File: config.mk
export PLATFORM = sky130hd
export DESIGN_NAME = secded4_codec
export DESIGN_NICKNAME = d
export VERILOG_FILES = /design/src/rtl/secded4_pkg.sv /design/src/rtl/secded4_enc.sv /design/src/rtl/secded4_syn.sv /design/src/rtl/secded4_fix.sv /design/src/rtl/secded4_codec.sv
export SDC_FILE = /design/constraint.sdc
export NUM_CORES = 1
export LEC_CHECK = 0
export BUFFER_PORTS_ARGS = -buffer_cell sky130_fd_sc_hd__buf_4
export CELL_PAD_IN_SITES_DETAIL_PLACEMENT = 1
export CELL_PAD_IN_SITES_GLOBAL_PLACEMENT = 1
export CORE_MARGIN = 4
export CORE_UTILIZATION = 41
export CTS_CLUSTER_SIZE = 16
export DETAILED_ROUTE_END_ITERATION = 12
export PLACE_DENSITY_LB_ADDON = 0.1
export SYNTH_ARGS = -nofsm -noshare
export SYNTH_HDL_FRONTEND = slang
export SYNTH_HIERARCHICAL = 1
export SYNTH_SLANG_ARGS = --single-unit
File: constraint.sdc
create_clock -name clk -period 4.6 [get_ports clk]
set_input_delay 0.69 -clock clk [delete_from_list [all_inputs] [get_ports clk]]
set_output_delay 0.69 -clock clk [all_outputs]
set_load 0.01 [all_outputs]
File: src/rtl/secded4_pkg.sv
// Shared widths, codeword bit positions and nibble bit positions for the
// balanced SEC-DED codec. Assumes the fixed 4-data/4-check layout.
package secded4_pkg;
    localparam int DATA_W = 4;
    localparam int CHK_W  = 4;
    localparam int WORD_W = DATA_W + CHK_W;
    localparam int SYN_W  = CHK_W;

    // Codeword bit positions (bit 7 is the first listed).
    localparam int POS_P1 = 7;
    localparam int POS_P2 = 6;
    localparam int POS_D3 = 5;
    localparam int POS_P4 = 4;
    localparam int POS_D5 = 3;
    localparam int POS_D6 = 2;
    localparam int POS_D7 = 1;
    localparam int POS_P8 = 0;

    // Nibble bit positions.
    localparam int NIB_D3 = 3;
    localparam int NIB_D5 = 2;
    localparam int NIB_D6 = 1;
    localparam int NIB_D7 = 0;

    typedef logic [DATA_W-1:0] nib_t;
    typedef logic [WORD_W-1:0] word_t;
    typedef logic [SYN_W-1:0]  syn_t;

    // Registered decode result.
    typedef struct packed {
        nib_t data;
        syn_t syn;
        logic sec;
        logic ded;
    } dec_res_t;
endpackage

File: src/rtl/secded4_enc.sv
// Combinational encoder: places the nibble and its four balanced check
// bits into the codeword. Each check bit XORs three data bits.
module secded4_enc
    import secded4_pkg::*;
(
    input  nib_t  data_i,
    output word_t word_o
);
    // Build the codeword from the data bits and the check equations.
    always_comb begin
        word_o         = '0;
        word_o[POS_D3] = data_i[NIB_D3];
        word_o[POS_D5] = data_i[NIB_D5];
        word_o[POS_D6] = data_i[NIB_D6];
        word_o[POS_D7] = data_i[NIB_D7];
        word_o[POS_P1] = data_i[NIB_D3] ^ data_i[NIB_D5] ^ data_i[NIB_D6];
        word_o[POS_P2] = data_i[NIB_D3] ^ data_i[NIB_D5] ^ data_i[NIB_D7];
        word_o[POS_P4] = data_i[NIB_D3] ^ data_i[NIB_D6] ^ data_i[NIB_D7];
        word_o[POS_P8] = data_i[NIB_D5] ^ data_i[NIB_D6] ^ data_i[NIB_D7];
    end
endmodule

File: src/rtl/secded4_syn.sv
// Combinational syndrome generator: recomputes each check group over the
// received word, including its stored check bit. Zero means consistent.
module secded4_syn
    import secded4_pkg::*;
(
    input  word_t word_i,
    output syn_t  syn_o
);
    // Four equal-depth parity trees, four inputs each.
    always_comb begin
        syn_o[0] = word_i[POS_P1] ^ word_i[POS_D3] ^ word_i[POS_D5] ^ word_i[POS_D6];
        syn_o[1] = word_i[POS_P2] ^ word_i[POS_D3] ^ word_i[POS_D5] ^ word_i[POS_D7];
        syn_o[2] = word_i[POS_P4] ^ word_i[POS_D3] ^ word_i[POS_D6] ^ word_i[POS_D7];
        syn_o[3] = word_i[POS_P8] ^ word_i[POS_D5] ^ word_i[POS_D6] ^ word_i[POS_D7];
    end
endmodule

File: src/rtl/secded4_fix.sv
// Combinational classifier and corrector. The syndrome weight picks the
// case: odd means a single error, nonzero even means a double error. A
// weight-3 pattern names the one data bit whose group is missing from it.
module secded4_fix
    import secded4_pkg::*;
(
    input  word_t word_i,
    input  syn_t  syn_i,
    output nib_t  data_o,
    output logic  sec_o,
    output logic  ded_o
);
    nib_t raw;
    nib_t flip;
    logic [$clog2(SYN_W+1)-1:0] weight;

    // Pull the data bits out of the received word.
    always_comb begin
        raw[NIB_D3] = word_i[POS_D3];
        raw[NIB_D5] = word_i[POS_D5];
        raw[NIB_D6] = word_i[POS_D6];
        raw[NIB_D7] = word_i[POS_D7];
    end

    // Count the ones in the syndrome.
    always_comb begin
        weight = '0;
        for (int i = 0; i < SYN_W; i++) begin
            weight = weight + {{($bits(weight)-1){1'b0}}, syn_i[i]};
        end
    end

    // Classify the error and choose which data bit, if any, to invert.
    always_comb begin
        flip  = '0;
        sec_o = 1'b0;
        ded_o = 1'b0;
        if (syn_i != '0) begin
            if (weight[0]) begin
                sec_o = 1'b1;
                case (syn_i)
                    4'b0111: flip[NIB_D3] = 1'b1;
                    4'b1011: flip[NIB_D5] = 1'b1;
                    4'b1101: flip[NIB_D6] = 1'b1;
                    4'b1110: flip[NIB_D7] = 1'b1;
                    default: flip = '0;
                endcase
            end else begin
                ded_o = 1'b1;
            end
        end
    end

    // Apply the correction.
    assign data_o = raw ^ flip;
endmodule

File: src/rtl/secded4_codec.sv
// Top of the codec: an encode path and a decode path, each with one output
// register and a valid strobe. Assumes synchronous active-low reset and a
// single clock for both paths.
module secded4_codec
    import secded4_pkg::*;
(
    input  logic              clk,
    input  logic              rst_n,
    input  logic              enc_vld_i,
    input  logic [DATA_W-1:0] enc_data_i,
    output logic              enc_vld_o,
    output logic [WORD_W-1:0] enc_word_o,
    input  logic              dec_vld_i,
    input  logic [WORD_W-1:0] dec_word_i,
    output logic              dec_vld_o,
    output logic [DATA_W-1:0] dec_data_o,
    output logic [SYN_W-1:0]  dec_syn_o,
    output logic              dec_sec_o,
    output logic              dec_ded_o
);
    word_t    enc_word_c;
    syn_t     syn_c;
    nib_t     fix_data_c;
    logic     fix_sec_c;
    logic     fix_ded_c;
    dec_res_t dec_q;

    secded4_enc u_enc (
        .data_i (enc_data_i),
        .word_o (enc_word_c)
    );

    secded4_syn u_syn (
        .word_i (dec_word_i),
        .syn_o  (syn_c)
    );

    secded4_fix u_fix (
        .word_i (dec_word_i),
        .syn_i  (syn_c),
        .data_o (fix_data_c),
        .sec_o  (fix_sec_c),
        .ded_o  (fix_ded_c)
    );

    // Encode output register and strobe.
    always_ff @(posedge clk) begin
        if (!rst_n) begin
            enc_vld_o  <= 1'b0;
            enc_word_o <= '0;
        end else begin
            enc_vld_o <= enc_vld_i;
            if (enc_vld_i) enc_word_o <= enc_word_c;
        end
    end

    // Decode output register and strobe.
    always_ff @(posedge clk) begin
        if (!rst_n) begin
            dec_vld_o <= 1'b0;
            dec_q     <= '0;
        end else begin
            dec_vld_o <= dec_vld_i;
            if (dec_vld_i) dec_q <= '{data: fix_data_c, syn: syn_c, sec: fix_sec_c, ded: fix_ded_c};
        end
    end

    assign dec_data_o = dec_q.data;
    assign dec_syn_o  = dec_q.syn;
    assign dec_sec_o  = dec_q.sec;
    assign dec_ded_o  = dec_q.ded;

    AST_ENC_VLD_RISE: assert property (@(posedge clk) disable iff (!rst_n) enc_vld_i |=> enc_vld_o);
    AST_ENC_VLD_IDLE: assert property (@(posedge clk) disable iff (!rst_n) !enc_vld_i |=> !enc_vld_o);
    AST_DEC_VLD_RISE: assert property (@(posedge clk) disable iff (!rst_n) dec_vld_i |=> dec_vld_o);
    AST_DEC_VLD_IDLE: assert property (@(posedge clk) disable iff (!rst_n) !dec_vld_i |=> !dec_vld_o);
    AST_FLAGS_EXCL: assert property (@(posedge clk) disable iff (!rst_n) !(dec_sec_o && dec_ded_o));
    AST_CLEAN_NO_FLAG: assert property (@(posedge clk) disable iff (!rst_n)
        (dec_vld_o && dec_syn_o == '0) |-> (!dec_sec_o && !dec_ded_o));
    AST_SEC_ODD_SYN: assert property (@(posedge clk) disable iff (!rst_n)
        (dec_vld_o && dec_sec_o) |-> ($countones(dec_syn_o) % 2 == 1));
    AST_DED_EVEN_SYN: assert property (@(posedge clk) disable iff (!rst_n)
        (dec_vld_o && dec_ded_o) |-> (dec_syn_o != '0 && $countones(dec_syn_o) % 2 == 0));
    AST_CHK_FLIP_KEEPS_DATA: assert property (@(posedge clk) disable iff (!rst_n)
        (dec_vld_o && $countones(dec_syn_o) == 1) |->
        (dec_data_o == {$past(dec_word_i[POS_D3]), $past(dec_word_i[POS_D5]),
                        $past(dec_word_i[POS_D6]), $past(dec_word_i[POS_D7])}));
endmodule

==> impl_metrics.tcl <==
set metrics [dict create \
    fp.coreArea_mm2 0.002734 \
    post-cts-setup-buffers 0 \
    grt_start_max_net_pins 21 \
    drc 0 \
    htree_levels 1 \
    grt_overflow 0 \
    p_total_mw 0.4761 \
    wire_per_inst_um 13.58 \
    fmax_mhz 429.1 \
    hold_buffers 0 \
    grt_pass1_wl_um 3574 \
    reg2reg_from "dec_data_o[1]$_SDFFE_PN0P_" \
    dp.cells 159 \
    powerDensity_mw_per_mm2 333.8 \
    diodes 0 \
    post-route-util_pct 52.17 \
    synthDistinctLibCells 22 \
    path_max_fanout 8 \
    postSynthCellCount 103 \
    reg2reg_to "dec_data_o[1]$_SDFFE_PN0P_" \
    routed_wl_um 2214 \
    r2r.worst_path.cells 2 \
    setup_slack_ns 2.270 \
    finClkSkew_ns 0 \
    clockBufferDepth 2 \
    min_period_ns 2.330 \
    cp_slowest_cell "ha_1" \
    ant_nets 0 \
    final_nets 153 \
    hp-class "flop to flop" \
    setup.worst_path.start "dec_word_i[5]" \
    grt_usage_pct 12.88 \
    cts_tree "done" \
    post_cts_resized 0 \
    initial_core_util_pct 42.47 \
    slew_violations 0 \
    finalCritPeriodShare_pct 50.66 \
    antenna_found_initial 0 \
    cp-endpoint "dec_data_o[3]$_SDFFE_PN0P_" \
    drtIter0Drc 7 \
    cp_common_cell "xor2_1" \
    netlist_area_mm2 0.001161 \
    p_int_mw 0.3321 \
    path_class "primary input to flop" \
    fp.dieW_um 61.22 \
    area_delta_synth_final_pct 22.84 \
    required_ns 4.85 \
    worstSetupPathDepth 9 \
    crit_path_max_incr_delay_ns 0.42 \
    dp_hpwl_um 1700 \
    power_frac_comb_pct 36.8 \
    crit_arrival_ns 2.58 \
    synth-seq-area-share_pct 34.48 \
    place_congestion 0.7176 \
    io_buffers 35 \
    avgSynthCellArea_um2 11.27 \
    worstMarginPinSlew_ns 0.6986 \
    path_cells "buf_4 -> xor2_1 -> xnor2_1 -> inv_1 -> ha_1 -> and4bb_2 -> xor2_1 -> mux2i_1 -> nor2b_1" \
    p_clk_share_pct 21.3 \
    outcome "complete, no violations" \
    critPathTopFamily "XOR/XNOR gates" \
    final_cells 163 \
    crit_buf_inv 2 \
    p_leak_nw 0.6853 \
    numCtsBuffers 3 \
    clk_latency_ns 0.30 \
    dr.pass1.iters 2 \
    setup_viol 0 \
    seq_power_share_pct 41.9 \
    cap_violations 0 \
    ys_seq_elements 20 \
    syn_nets 123 \
    cts.sinks 20 \
    ir_drop_uv 200.9 \
    die_area_mm2 0.003747 \
    fin_area_mm2 0.001426 \
    die_h_um 61.22 \
    switching_share_pct 30.24 \
    clk_pin_slew_ns 0.11 \
    rsz0062_at_grt "false" \
    drive_gt1_share_pct 34.85 \
    avgViaCountPerCell 4.810 \
    vias 784 \
    crit_path_end_kind "flop" \
    core.rowCount 19 \
    grt_pass1_vias 794 \
    holdWs_ns 0.5295 \
    slew_headroom_pct 53.09 \
    yosysWarnings 6 \
    ios 36 \
    power_switching_mw 0.1440 \
    place_ws_ns 1.928 \
    finalSetupTns_ns 0 \
    rrSetupSlack_ns 3.93 \
    place_area_mm2 0.001390 \
    crit_path_start_kind "primary input" \
    cts-root-buf "clkbuf_4" \
    hold_violations 0 \
]
==> flip-flops by register name, indices dropped and copies added (netlist names) <==
signal and count:
dec_data_o 4, dec_ded_o 1, dec_sec_o 1, dec_syn_o 4, dec_vld_o 1, enc_vld_o 1, enc_word_o 8
==> per-layer routing <==
metal,vias to the layer above,share of wire (%),wire length (um),track usage (%)
met2,20,48,1067,21.30
met1,368,45,1000,16.37
li1,394,-,-,-
met3,2,6.1,136,2.935
met5,-,0,0,0
met4,0,0.41,9,4.644
==> final cells by class <==
class	count	area [um2]
tap	31	38.79
inverter	3	11.26
fill	326	1308
sequential	20	400.4
clock buffer	4	36.28
timing repair buffer	35	262.8
multi-input combinational	70	676.9
==> cell families (layout without fill, tap and decap cells) <==
kind of cell	after synthesis	count (layout)	synth area share (%)
simple gates	25	25	15.09
buf+inv	13	42	7.220
compound gates	4	4	3.232
fa+ha+maj	4	4	4.311
mux	18	18	15.52
xor+xnor	19	19	20.15
flops	20	20	34.48
==> worst reg2reg max path, stage by stage (launching register included) <==
cell     delay (ns)
dfxtp_1        0.33
mux2i_1        0.16
nor2b_1        0.08
==> Yosys cell counts <==
cell,number,area [um2]
ha_1,4,50.05
buf_6,2,22.52
clkbuf_1,2,7.510
xor3_1,2,47.55
nand4_1,2,12.51
a21oi_1,1,5.000
dfxtp_1,20,400.4
a21boi_0,1,7.510
a22oi_2,2,25.02
mux2i_1,18,180.2
buf_4,5,37.54
inv_1,3,11.26
xnor2_1,11,96.34
and4bb_2,1,12.51
and2_2,1,7.510
buf_2,1,5.000
and2_1,1,6.260
nor2b_1,18,112.6
or3_4,1,11.26
xor2_1,4,35.03
and4bb_1,1,12.51
xor3_4,2,55.05
==> worst min path at each step <==
stage / endpoint / startpoint / cells after the start
floorplan: dec_ded_o$_SDFFE_PN0P_ / dec_ded_o$_SDFFE_PN0P_ / 2
CTS: enc_word_o[1]$_SDFFE_PN0P_ / enc_word_o[1]$_SDFFE_PN0P_ / 2
global placement: enc_word_o[3]$_SDFFE_PN0P_ / enc_word_o[3]$_SDFFE_PN0P_ / 2
finish: enc_word_o[2]$_SDFFE_PN0P_ / enc_word_o[2]$_SDFFE_PN0P_ / 2
detailed placement: dec_sec_o$_SDFFE_PN0P_ / dec_sec_o$_SDFFE_PN0P_ / 2
global route: enc_word_o[2]$_SDFFE_PN0P_ / enc_word_o[2]$_SDFFE_PN0P_ / 2
==> power groups by stage <==
stage | logic, mW | clock network [mW] | registers (mW)
3_3_place_gp | 0.172 | 0 | 0.203
4_1_cts | 0.178 | 0.108 | 0.200
6_report | 0.175 | 0.101 | 0.200
5_1_grt | 0.194 | 0.115 | 0.203
2_1_floorplan | 0.117 | 0 | 0.211
3_5_place_dp | 0.177 | 0 | 0.204
==> cells in the final DEF (no fill, tap or decap), drive strengths merged <==
cell type   n
a21boi      1
ha          4
or3         1
clkbuf      4
a21oi       1
xor2        4
xor3        4
dfxtp      20
inv         3
xnor2      11
and2        2
and4bb      2
nand4       2
mux2i      18
buf        35
nor2b      18
a22oi       2
No activity file was read; power rests on OpenSTA's default activity.
